--- config.mk ---
export PLATFORM = sky130hd
export DESIGN_NAME = dbnu_next_addr
export DESIGN_NICKNAME = d
export VERILOG_FILES = /design/src/rtl/dbnu_pkg.sv /design/src/rtl/dbnu_target.sv /design/src/rtl/dbnu_cond.sv /design/src/rtl/dbnu_link.sv /design/src/rtl/dbnu_next_addr.sv
export SDC_FILE = /design/constraint.sdc
export NUM_CORES = 1
export LEC_CHECK = 0
export CELL_PAD_IN_SITES_DETAIL_PLACEMENT = 1
export CELL_PAD_IN_SITES_GLOBAL_PLACEMENT = 1
export CORE_ASPECT_RATIO = 0.5
export CORE_MARGIN = 5
export CORE_UTILIZATION = 35
export DETAILED_ROUTE_END_ITERATION = 12
export PLACE_DENSITY = 0.87
export SLEW_MARGIN = 30
export SYNTH_ARGS = -nofsm -noshare
export SYNTH_HDL_FRONTEND = slang
export SYNTH_SLANG_ARGS = --single-unit
--- constraint.sdc ---
create_clock -name clk -period 4.7 [get_ports clk]
set_input_delay 1.41 -clock clk [delete_from_list [all_inputs] [get_ports clk]]
set_output_delay 1.41 -clock clk [all_outputs]
set_load 0.005 [all_outputs]
--- src/rtl/dbnu_pkg.sv ---
package dbnu_pkg;

    typedef enum logic [1:0] {
        BR_BIT_SET  = 2'd0,
        BR_BIT_CLR  = 2'd1,
        BR_CALL_REL = 2'd2,
        BR_JUMP_REG = 2'd3
    } br_kind_e;

    localparam int INSN_BYTES = 4;
    localparam int INSN_SHIFT = 2;

endpackage

--- src/rtl/dbnu_target.sv ---
module dbnu_target
    import dbnu_pkg::*;
#(
    parameter int ADDR_W = 32,
    parameter int OFS_W  = 16
) (
    input  logic [ADDR_W-1:0] cur_ip,
    input  logic [OFS_W-1:0]  offset,
    input  logic [ADDR_W-1:0] base,
    input  br_kind_e          kind,
    output logic [ADDR_W-1:0] target,
    output logic              misaligned
);
    localparam int EXT_W = ADDR_W - OFS_W;

    logic [ADDR_W-1:0] ofs_ext;
    logic [ADDR_W-1:0] rel_tgt;
    logic [ADDR_W-1:0] abs_tgt;

    // sign extension of the offset field to the address width
    assign ofs_ext = {{EXT_W{offset[OFS_W-1]}}, offset};

    // relative forms count in instruction words
    assign rel_tgt = cur_ip + (ofs_ext << INSN_SHIFT);
    // register form counts in bytes
    assign abs_tgt = base + ofs_ext;

    always_comb begin
        if (kind == BR_JUMP_REG) begin
            target     = abs_tgt;
            misaligned = |abs_tgt[INSN_SHIFT-1:0];
        end else begin
            target     = rel_tgt;
            misaligned = 1'b0;
        end
    end
endmodule

--- src/rtl/dbnu_cond.sv ---
module dbnu_cond
    import dbnu_pkg::*;
#(
    parameter int DATA_W = 32,
    localparam int BIT_W = $clog2(DATA_W)
) (
    input  logic [DATA_W-1:0] src,
    input  logic [BIT_W-1:0]  bit_num,
    input  br_kind_e          kind,
    output logic              taken
);
    logic [BIT_W-1:0] sel_idx;
    logic             sel_bit;

    // bit numbers count from the most significant end
    assign sel_idx = ~bit_num;
    assign sel_bit = src[sel_idx];

    always_comb begin
        unique case (kind)
            BR_BIT_SET: taken = sel_bit;
            BR_BIT_CLR: taken = ~sel_bit;
            default:    taken = 1'b1;
        endcase
    end
endmodule

--- src/rtl/dbnu_link.sv ---
module dbnu_link
    import dbnu_pkg::*;
#(
    parameter int ADDR_W = 32
) (
    input  logic [ADDR_W-1:0] cur_dp,
    input  logic              annul,
    input  logic              link_en,
    input  br_kind_e          kind,
    output logic              link_req,
    output logic [ADDR_W-1:0] link_val
);
    logic linking_kind;

    assign linking_kind = (kind == BR_CALL_REL) || (kind == BR_JUMP_REG);
    assign link_req     = link_en && linking_kind;
    // annulled: return to the skipped slot; otherwise past it
    assign link_val     = annul ? cur_dp : cur_dp + ADDR_W'(INSN_BYTES);
endmodule

--- src/rtl/dbnu_next_addr.sv ---
module dbnu_next_addr
    import dbnu_pkg::*;
#(
    parameter int          ADDR_W    = 32,
    parameter int          OFS_W     = 16,
    parameter int          DATA_W    = 32,
    parameter logic [31:0] RESET_VEC = 32'h0000_1000,
    localparam int         BIT_W     = $clog2(DATA_W)
) (
    input  logic              clk,
    input  logic              rst,
    input  logic              advance,
    input  logic              br_valid,
    input  logic [1:0]        br_kind,
    input  logic              br_annul,
    input  logic [OFS_W-1:0]  br_offset,
    input  logic [ADDR_W-1:0] br_base,
    input  logic [DATA_W-1:0] br_src,
    input  logic [BIT_W-1:0]  br_bit,
    input  logic              br_link_en,
    output logic [ADDR_W-1:0] fetch_ip,
    output logic [ADDR_W-1:0] delay_dp,
    output logic              link_we,
    output logic [ADDR_W-1:0] link_value,
    output logic              misalign_err
);
    localparam logic [ADDR_W-1:0] RV_IP = ADDR_W'(RESET_VEC);
    localparam logic [ADDR_W-1:0] RV_DP = ADDR_W'(RESET_VEC) + ADDR_W'(INSN_BYTES);

    typedef struct packed {
        logic [ADDR_W-1:0] ip;
        logic [ADDR_W-1:0] dp;
        logic              link_we;
        logic [ADDR_W-1:0] link_val;
        logic              err;
    } pc_state_t;

    pc_state_t st_d, st_q;

    br_kind_e          kind;
    logic [ADDR_W-1:0] tgt;
    logic              tgt_bad;
    logic              cond_taken;
    logic              lnk_req;
    logic [ADDR_W-1:0] lnk_val;

    assign kind = br_kind_e'(br_kind);

    dbnu_target #(.ADDR_W(ADDR_W), .OFS_W(OFS_W)) u_target (
        .cur_ip     (st_q.ip),
        .offset     (br_offset),
        .base       (br_base),
        .kind       (kind),
        .target     (tgt),
        .misaligned (tgt_bad)
    );

    dbnu_cond #(.DATA_W(DATA_W)) u_cond (
        .src     (br_src),
        .bit_num (br_bit),
        .kind    (kind),
        .taken   (cond_taken)
    );

    dbnu_link #(.ADDR_W(ADDR_W)) u_link (
        .cur_dp   (st_q.dp),
        .annul    (br_annul),
        .link_en  (br_link_en),
        .kind     (kind),
        .link_req (lnk_req),
        .link_val (lnk_val)
    );

    always_comb begin
        st_d          = st_q;
        st_d.link_we  = 1'b0;
        st_d.err      = 1'b0;
        if (advance) begin
            if (br_valid && tgt_bad) begin
                // hold the pair, flag the fault
                st_d.err = 1'b1;
            end else if (br_valid && cond_taken) begin
                if (br_annul) begin
                    st_d.ip = tgt;
                    st_d.dp = tgt + ADDR_W'(INSN_BYTES);
                end else begin
                    st_d.ip = st_q.dp;
                    st_d.dp = tgt;
                end
                if (lnk_req) begin
                    st_d.link_we  = 1'b1;
                    st_d.link_val = lnk_val;
                end
            end else begin
                st_d.ip = st_q.dp;
                st_d.dp = st_q.dp + ADDR_W'(INSN_BYTES);
            end
        end
    end

    always_ff @(posedge clk) begin
        if (rst) begin
            st_q.ip       <= RV_IP;
            st_q.dp       <= RV_DP;
            st_q.link_we  <= 1'b0;
            st_q.link_val <= '0;
            st_q.err      <= 1'b0;
        end else begin
            st_q <= st_d;
        end
    end

    assign fetch_ip     = st_q.ip;
    assign delay_dp     = st_q.dp;
    assign link_we      = st_q.link_we;
    assign link_value   = st_q.link_val;
    assign misalign_err = st_q.err;
endmodule

---- Word level (Yosys, flattened, before mapping) ----
Index checks and enable logic that the tools add are counted.
storage, ports and cells
  register bits ........................... 98
  bits of input ports ..................... 93
cells by class
  $add $sub $neg .......................... 4
  magnitude comparators ................... 1
  equality and inequality tests ........... 3
  mux-type cells .......................... 10
  bitwise operators ....................... 5
  reductions and logical operators ........ 10
operator list
  cell                     number
  $mux W64                 2
  $add A32 B3 Y32 const B  2
  $add A32 B32 Y32         2
  $mux W32                 2
  $mux W33                 1
  $lt A5 B6 Y1 const B     1
  $bmux W1 S5              1
  $not A5 Y5               1
  $eq A2 B2 Y1 const B     2
  $not A1 Y1               4
  $reduce_and A4 Y1        1
  $reduce_or A2 Y1         2
  $reduce_or A4 Y1         1
  $logic_and A1 B1 Y1      3
  $mux W1                  3
  $eq A2 B1 Y1 const B     1
  $logic_not A2 Y1         1
  $pmux W1 S2              1
  $reduce_and A2 Y1        1
  $logic_or A1 B1 Y1       1

---- Longest topological paths before layout ----
Gate-level depths: netlist of run 1.
  depth in word-level cells ............... 8
  mapped depth ............................ 15
  gate-level depth less buffers ........... 14

---- By module ----
From an unflattened synthesis of run 1, not the netlist that was laid out.
second synthesis, totals
  cells, all modules ...................... 1364
  area total of the unflattened synthesis .. 9995.8 sq um
modules (own cells, without submodules)
  module          instances  cells an instance  area an instance (sq um)  sequential area each (sq um)
  dbnu_next_addr  1          673                5201.2                    1961.9
  dbnu_target     1          556                3798.6                    0.0
  dbnu_link       1          91                 648.1                     0.0
  dbnu_cond       1          44                 347.8                     0.0

---- Worst setup path before layout of run 1 ----
Ideal clock, no wire load.
  path kind ............................... in2reg
  start ................................... in br_offset[0]
  end ..................................... reg st_q, in the netlist delay_dp[29]
  setup time .............................. 0.122 ns
  arrival time ............................ 4.379 ns
  required time ........................... 4.578 ns
  slack ................................... 0.199 ns
  stages .................................. 14
  buffers on the path ..................... 1
  path through ............................ ha_1 -> fa_1 -> a21oi_2 -> o211ai_4 -> a32oi_1 -> xor2_1 -> nor4_2 -> a31oi_1 -> or4_1 -> buf_2 -> nor4_4 -> nand4_1 -> xor2_1 -> a21oi_2
between the ends
  longest elaborated chain between the ends .. 6
  elaborated cells on any way between the ends .. 11
ends and longest elaborated chain
  element                                                                   line                   RTL
  start, declared                                                           dbnu_next_addr.sv:16   input logic [OFS_W-1:0] br_offset,
  parallel branches: the longest is 6 deep, another holds $add A32 B32 Y32  n/a
  end signal, assigned                                                      dbnu_next_addr.sv:109  st_q <= st_d;
  end, declared                                                             dbnu_next_addr.sv:38   pc_state_t st_d, st_q;
Several ways; the timed one is not identified.
A chain may end at the register's enable or synchronous reset.

---- Worst setup path after layout of run 1 ----
  start ................................... in br_offset[1]
  end ..................................... reg st_q, in the netlist delay_dp[27]
The elaborated chain is that of the path after synthesis.

==> results of run 1 <==
-- synthesized netlist by cell type, types with 5 or more instances --
cell type and instances:
sky130_fd_sc_hd__buf_4 5, sky130_fd_sc_hd__mux4_2 9, sky130_fd_sc_hd__xnor2_1 62, sky130_fd_sc_hd__a21o_1 23
sky130_fd_sc_hd__o31ai_1 8, sky130_fd_sc_hd__nor2_1 152, sky130_fd_sc_hd__ha_1 62, sky130_fd_sc_hd__a31oi_1 18
sky130_fd_sc_hd__nor4_1 9, sky130_fd_sc_hd__and2_1 8, sky130_fd_sc_hd__nand4_1 20, sky130_fd_sc_hd__inv_1 15
sky130_fd_sc_hd__nand2b_1 11, sky130_fd_sc_hd__clkbuf_1 62, sky130_fd_sc_hd__o21ai_0 57, sky130_fd_sc_hd__a211oi_1 42
sky130_fd_sc_hd__nand3_1 37, sky130_fd_sc_hd__o21bai_1 5, sky130_fd_sc_hd__or3_1 10, sky130_fd_sc_hd__or4_1 6
sky130_fd_sc_hd__and3_1 19, sky130_fd_sc_hd__a21oi_1 123, sky130_fd_sc_hd__o211ai_1 23, sky130_fd_sc_hd__buf_6 5
sky130_fd_sc_hd__a311oi_1 8, sky130_fd_sc_hd__xor2_1 30, sky130_fd_sc_hd__nor2b_1 6, sky130_fd_sc_hd__nand2_1 151
sky130_fd_sc_hd__mux2i_1 18, sky130_fd_sc_hd__nor3_1 38, sky130_fd_sc_hd__o21ai_1 13, sky130_fd_sc_hd__buf_2 6
sky130_fd_sc_hd__o21a_1 8, sky130_fd_sc_hd__a21oi_2 6, sky130_fd_sc_hd__dfxtp_1 98, sky130_fd_sc_hd__a22oi_1 9
-- cells by family after synthesis --
kind of cell | after synthesis | share of synthesized area, %
muxes | 30 | 4.53
and+or+nand+nor | 496 | 24.7
xor gates and xnor gates | 92 | 8.53
adders and majority gates | 64 | 8.63
buffers and inverters | 99 | 4.73
DFF | 98 | 20.8
AOI/OAI and AO/OA | 398 | 28.1
-- power groups by stage --
stage / Combinational (mW) / Clock (mW) / Sequential [mW]
after detailed placement: 1.63 / 0 / 1.00
after CTS: 1.68 / 0.754 / 0.984
after global placement: 1.55 / 0 / 0.996
after floorplan: 0.806 / 0 / 0.953
after global routing: 2.02 / 0.793 / 0.996
final: 1.95 / 0.757 / 0.993
-- per-layer routing --
metal	up-vias	share of wire (%)
met5	-	0.024
met4	2	7.0
met1	6281	38
li1	5526	-
met2	855	46
met3	292	9.3
-- sequential cells by signal, summed over array words and instances, names as in the netlist --
register      cells
link_value       32
fetch_ip         32
link_we           1
misalign_err      1
delay_dp         32
-- timing repair --
| action | CTS | global route |
|---|---|---|
| buffers inserted | 5 | 20 |
| gates cloned | 0 | 0 |
| pin swaps | 14 | 50 |
| resized for setup | 38 | 115 |
| endpoints found under the setup margin | 18 | 51 |
| hold buffers | 0 | 0 |
-- layout make-up --
cell class	instances	share of cell area, %
clock buffer	13	1.84
inverter	15	0.383
sequential	98	13.3
antenna	1	0.0170
multi-input combinational	1080	52.3
tap	352	3.00
timing repair buffer	487	28.9
clock inverter	3	0.145
-- tightest hold or removal path: stages (launching register included) --
cell                      delay, ns
sky130_fd_sc_hd__dfxtp_1       0.31
sky130_fd_sc_hd__nand2_1       0.05
sky130_fd_sc_hd__a21oi_1       0.05
-- path summary, 6_finish.rpt --
| check | start | to | slack (ns) |
|---|---|---|---|
| worst max register to register | fetch_ip[2]$_SDFFE_PP0P_ | delay_dp[27]$_SDFFE_PP0P_ | 0.63 |
| worst min-delay path | link_value[2]$_SDFFE_PP0P_ | link_value[2]$_SDFFE_PP0P_ | 0.47 |
| worst min register to register | link_value[2]$_SDFFE_PP0P_ | link_value[2]$_SDFFE_PP0P_ | 0.47 |
| worst max-delay path | br_offset[1] | delay_dp[27]$_SDFFE_PP0P_ | -0.35 |
==> out/metrics.csv, run 1 <==
metric,value,unit
Max Buffers Root-to-Sink,2,
switching portion of total power,40.9,%
final-layout worst hold slack,0.468,ns
maximum operating frequency,198,MHz
CTS sink count,98,
data required time at the worst endpoint,4.94,ns
sequential power share,26.8,%
Die W,242,um
worst vdd rail ir drop,0.176,mV
worst min-delay path category,reg2reg,
Post-Synthesis Net Count,1434,
worst-skew pair later-pin latency,0.36,ns
initial antenna violation count,2,
first-pass GRT wire length,72700,um
post-route ant nets,0,
share of the cycle needed by the critical path after routing,107,%
status,finished with violations,
Inserted Clock Buffers,9,
kind of start point of the critical path,input pin,
summed area of non-filler cells in the final layout,14700,um2
Die Y,126,um
Post-synth top flop,sky130_fd_sc_hd__dfxtp_1,
post-synthesis cell count,1277,
post-synthesis register bit count,98,
met2 global-route usage,49.0,%
area share of the largest cell type after synthesis,20.8,%
layout overhead on the synthesized area,55.6,%
Max Clock Skew,0.0141,ns
failing checks,setup timing,
clk root buf,sky130_fd_sc_hd__clkbuf_16,
Yosys warning total,0,
sequential cell area fraction in the yosys report,20.8,%
slowest cell on the critical path,sky130_fd_sc_hd__or4_4,
final cell count without fillers,2049,
share of cells above drive strength 1,27.2,%
DRC errors left,0,
Crit Path Category,in2reg,
CP most frequent cell,sky130_fd_sc_hd__buf_4,
H-tree depth,3,
CTS tree,done,
static power due to leakage,5.89,nW
Internal Pwr Total,2.19,mW
mean instance size in the synthesized netlist,7.40,um2
"top library cells by usage in the layout, fill and taps aside","sky130_fd_sc_hd__buf_4, sky130_fd_sc_hd__clkdlybuf4s50_1, sky130_fd_sc_hd__nor2_1, sky130_fd_sc_hd__nand2_1, sky130_fd_sc_hd__a21oi_1",
clock input transition at the sequential cells of the worst setup and hold paths,0.07,ns
largest cells by area after synthesis,"sky130_fd_sc_hd__dfxtp_1, sky130_fd_sc_hd__ha_1, sky130_fd_sc_hd__a21oi_1",
"Setup violations, final",19,
"most common cell after layout, fill and taps aside",sky130_fd_sc_hd__buf_4,
count of standard-cell rows,42,
part of the power in combinational logic,52.7,%
max-cap violation count,0,
number of flops mapped to enable cells by yosys,0,
Cells on Worst Hold Path,2,
global placement routability congestion,0.951,
power density over cell area,252,nW/um2
number of max-slew violations in the final report,0,
via count of the first global-routing pass,12613,
sum of routed wire length over all layers,53800,um
signal arrival time at the worst endpoint,5.29,ns
kind of cell adding the most delay to the critical path,simple AND/OR/NAND/NOR gates,
global-route layer with the greatest usage,met2,
Design Power,3.70,mW
aggregate global-route resource usage,29.4,%
cell taking the most area after synthesis,sky130_fd_sc_hd__dfxtp_1,
share of the core filled with cells,55.5,%
Layout fillers,3180,
area of the multi-input gates,7690,um2
met3 track utilization from global routing,5.21,%
DP Worst Slack,-0.733,ns
Critical Path End Type,flip-flop,
overall via count from detail_route,12956,
half-perimeter wire length after placement,35900,um
crit path cell chain,dlymetal6s2s_1 > buf_4 > fa_2 > a21oi_2 > o211ai_4 > buf_6 > a32oi_2 > xor2_2 > nor4_4 > a31oi_2 > or4_4 > nor4_4 > buf_4 > buf_4 > nand3_1 > xnor2_1 > a21oi_1,
clock share of power,20.5,%
switching power,1.51,mW
number of distinct library cells after synthesis,93,
Post-synth ARST share,0,%
per-cell via count in the routed design,6.32,
worst slew pin tran,0.778,ns
number of cells in the design after placement,2007,
area of the core,26500,um2
fin worst setup slack,-0.350,ns
final net count,1848,
flip-flop and latch area,1960,um2
global routing met1 resource utilization,38.1,%
Initial DRT Pass Iterations,6,
worst reg-to-reg path cell count,17,
Max Fanout on Critical Path,6,
total negative slack for setup checks,-3.53,ns
number of buffer cells added on primary ports,190,
area post-placement,13500,um2
final critical delay including setup and external delays,5.05,ns
total global routing overflow,0,
remaining max-slew budget at the tightest pin,48.1,%
average routed wire per standard cell,26.2,um
Final Hold Viols,0,
Slowest Stage Delay on Critical Path,0.50,ns
Top Ports,191,
die outline area,30600,um2
cell area after technology mapping,9450,um2
Initial Utilization,35.7,%
violation count after the first detailed-routing iteration,1810,
maximum number of pins on one net before global-route repair,65,
count of cell instances traversed by the critical path,17,
combined buffer and inverter count along the critical path,5,
(Power assumes the default switching activity.)
==> inputs of run 2 (changes only) <==
--- a/config.mk
+++ b/config.mk
@@ -10,6 +10,7 @@
 export CORE_ASPECT_RATIO = 0.5
 export CORE_MARGIN = 5
 export CORE_UTILIZATION = 35
+export CTS_CLUSTER_DIAMETER = 30
 export DETAILED_ROUTE_END_ITERATION = 12
 export PLACE_DENSITY = 0.87
 export SLEW_MARGIN = 30
==> results of run 2 <==
Same layout as run 1: the final DEF is identical, and so are final timing and power.
==> inputs of run 3 (changes only) <==
--- a/config.mk
+++ b/config.mk
@@ -12,7 +12,7 @@
 export CORE_UTILIZATION = 35
 export CTS_CLUSTER_DIAMETER = 30
 export DETAILED_ROUTE_END_ITERATION = 12
-export PLACE_DENSITY = 0.87
+export PLACE_DENSITY_LB_ADDON = 0.1
 export SLEW_MARGIN = 30
 export SYNTH_ARGS = -nofsm -noshare
 export SYNTH_HDL_FRONTEND = slang
==> run 3 against run 2 <==
  * First-iteration DRC count shrank 49%
  * Register-to-register slack better by 0.27 ns
  * Highest routed layer is now met4
  * The run now ends clean
  * Design area fell by 1.3%
==> out/metrics.csv, run 3 (same netlist as run 1, synthesis figures left out) <==
metric,value,unit,change
share of cells above drive strength 1,25.9,%,-1.2 points
Inserted Clock Buffers,9,,unchanged
"top library cells by usage in the layout, fill and taps aside","sky130_fd_sc_hd__buf_4, sky130_fd_sc_hd__clkdlybuf4s50_1, sky130_fd_sc_hd__nand2_1, sky130_fd_sc_hd__nor2_1, sky130_fd_sc_hd__a21oi_1",,
area of the core,26500,um2,unchanged
CTS tree,done,,
share of the core filled with cells,54.8,%,-0.71 points
Crit Path Category,in2reg,,
total global routing overflow,0,,unchanged
Max Buffers Root-to-Sink,2,,unchanged
Top Ports,191,,unchanged
CTS sink count,98,,unchanged
"Setup violations, final",0,,-19
area post-placement,13500,um2,unchanged
aggregate global-route resource usage,25.5,%,-3.9 points
sum of routed wire length over all layers,42500,um,-21%
kind of start point of the critical path,input pin,,
signal arrival time at the worst endpoint,4.90,ns,-0.39 ns
hold path startpoint,link_value[1]$_SDFFE_PP0P_,,
status,"finished, final reports clean",,
clock input transition at the sequential cells of the worst setup and hold paths,0.07,ns,about the same
worst vdd rail ir drop,0.171,mV,-3.1%
die outline area,30600,um2,unchanged
layout overhead on the synthesized area,53.6,%,
count of antenna diodes in the layout,0,,-1
overall via count from detail_route,11526,,-11%
per-cell via count in the routed design,5.64,,-11%
half-perimeter wire length after placement,33300,um,-7.3%
Initial DRT Pass Iterations,5,,-1
maximum number of pins on one net before global-route repair,62,,-4.6%
final net count,1844,,-0.22%
average routed wire per standard cell,20.8,um,-21%
number of buffer cells added on primary ports,190,,unchanged
Critical Path End Type,flip-flop,,
number of max-slew violations in the final report,0,,unchanged
max-cap violation count,0,,unchanged
RSZ-0062 raised after global routing,true,,
Max Fanout on Critical Path,8,,+2
critical path startpoint,br_base[11],,
"most common cell after layout, fill and taps aside",sky130_fd_sc_hd__buf_4,,
final cell count without fillers,2044,,-0.24%
via count of the first global-routing pass,11500,,-8.8%
violation count after the first detailed-routing iteration,932,,-49%
share of the cycle needed by the critical path after routing,99.3,%,-8.2 points
initial antenna violation count,0,,-2
Final Hold Viols,0,,unchanged
first-pass GRT wire length,64000,um,-12%
Die Y,126,um,unchanged
clk root buf,sky130_fd_sc_hd__clkbuf_16,,
worst-skew pair later-pin latency,0.35,ns,about the same
worst min-delay path category,reg2reg,,
Max Clock Skew,0.0119,ns,-0.00217 ns
global placement routability congestion,0.928,,-2.5%
data required time at the worst endpoint,4.93,ns,about the same
DRC errors left,0,,unchanged
power density over cell area,238,nW/um2,-5.3%
worst slew pin tran,0.664,ns,-0.114 ns
H-tree depth,3,,unchanged
summed area of non-filler cells in the final layout,14500,um2,-1.3%
final critical delay including setup and external delays,4.67,ns,-0.384 ns
origin of the critical flop-to-flop path,fetch_ip[2]$_SDFFE_PP0P_,,
remaining max-slew budget at the tightest pin,55.7,%,+7.6 points
count of standard-cell rows,42,,unchanged
Post-CTS Hold Buffers,0,,unchanged
Initial Utilization,35.7,%,unchanged
Die W,242,um,unchanged
Layout fillers,3259,,+2.5%
maximum operating frequency,214,MHz,+8.2%
number of cells in the design after placement,2010,,+0.15%
Design Power,3.46,mW,-6.5%
post-route ant nets,0,,unchanged
static power due to leakage,5.82,nW,-1.3%
-- run 3: layout make-up --
cell class	instances	area [um2]	share of cell area, %
repair buffers	483	4200	28.9
clock buffers	12	236	1.63
multi-input cells	1080	7590	52.3
inverters	15	56.3	0.388
clock inverters	4	28.8	0.198
well taps	352	440	3.03
flip-flops and latches	98	1960	13.5
-- run 3: what timing repair did --
item,in CTS,in global routing
endpoints found under the setup margin,20,26
cloned,0,0
pin swaps,22,36
buffers inserted,5,13
resized for setup,36,94
-- run 3: worst max-delay path: stages --
cell and delay, ns:
sky130_fd_sc_hd__clkdlybuf4s50_1 0.52, sky130_fd_sc_hd__ha_4 0.24, sky130_fd_sc_hd__a21oi_2 0.16, sky130_fd_sc_hd__buf_4 0.14, sky130_fd_sc_hd__o211ai_1 0.14, sky130_fd_sc_hd__buf_4 0.17, sky130_fd_sc_hd__buf_4 0.12, sky130_fd_sc_hd__nand3b_1 0.12
sky130_fd_sc_hd__a21o_1 0.14, sky130_fd_sc_hd__nand3_2 0.12, sky130_fd_sc_hd__o32a_1 0.22, sky130_fd_sc_hd__or4_4 0.56, sky130_fd_sc_hd__nor4_4 0.23, sky130_fd_sc_hd__buf_6 0.17, sky130_fd_sc_hd__nand4_1 0.12, sky130_fd_sc_hd__xor2_1 0.21
sky130_fd_sc_hd__a21oi_2 0.08
-- run 3: routing by layer --
layer	up-vias	wire, um	global-route usage (%)
met4	0	494	4.32
met2	292	18900	39.7
li1	5521	-	-
met1	5681	20800	38.2
met3	32	2310	3.26
met5	-	0	0
-- run 3: per-stage QoR --
step	setup slack [ns]	hold slack, ns	setup TNS [ns]
floorplan	0.199	0.448	0
global placement	-0.547	0.443	-11.51
finish	0.0338	0.464	0
CTS	0.000106	0.465	0
detailed placement	-0.609	0.455	-17.17
global route	-0.113	0.488	-0.488
-- run 3: power breakdown --
part | internal (mW) | total, mW | switching [mW]
Combinational | 0.874 | 1.76 | 0.891
Sequential | 0.884 | 0.988 | 0.105
Clock | 0.361 | 0.707 | 0.346
-- run 3: final timing paths --
path                                      to  slack, ns  cells past startpoint
setup / recovery   delay_dp[29]$_SDFFE_PP0P_       0.03                     17
hold / removal    link_value[1]$_SDFFE_PP0P_       0.46                      2
setup reg to reg   delay_dp[29]$_SDFFE_PP0P_       0.90                     15
hold reg to reg   link_value[1]$_SDFFE_PP0P_       0.46                      2
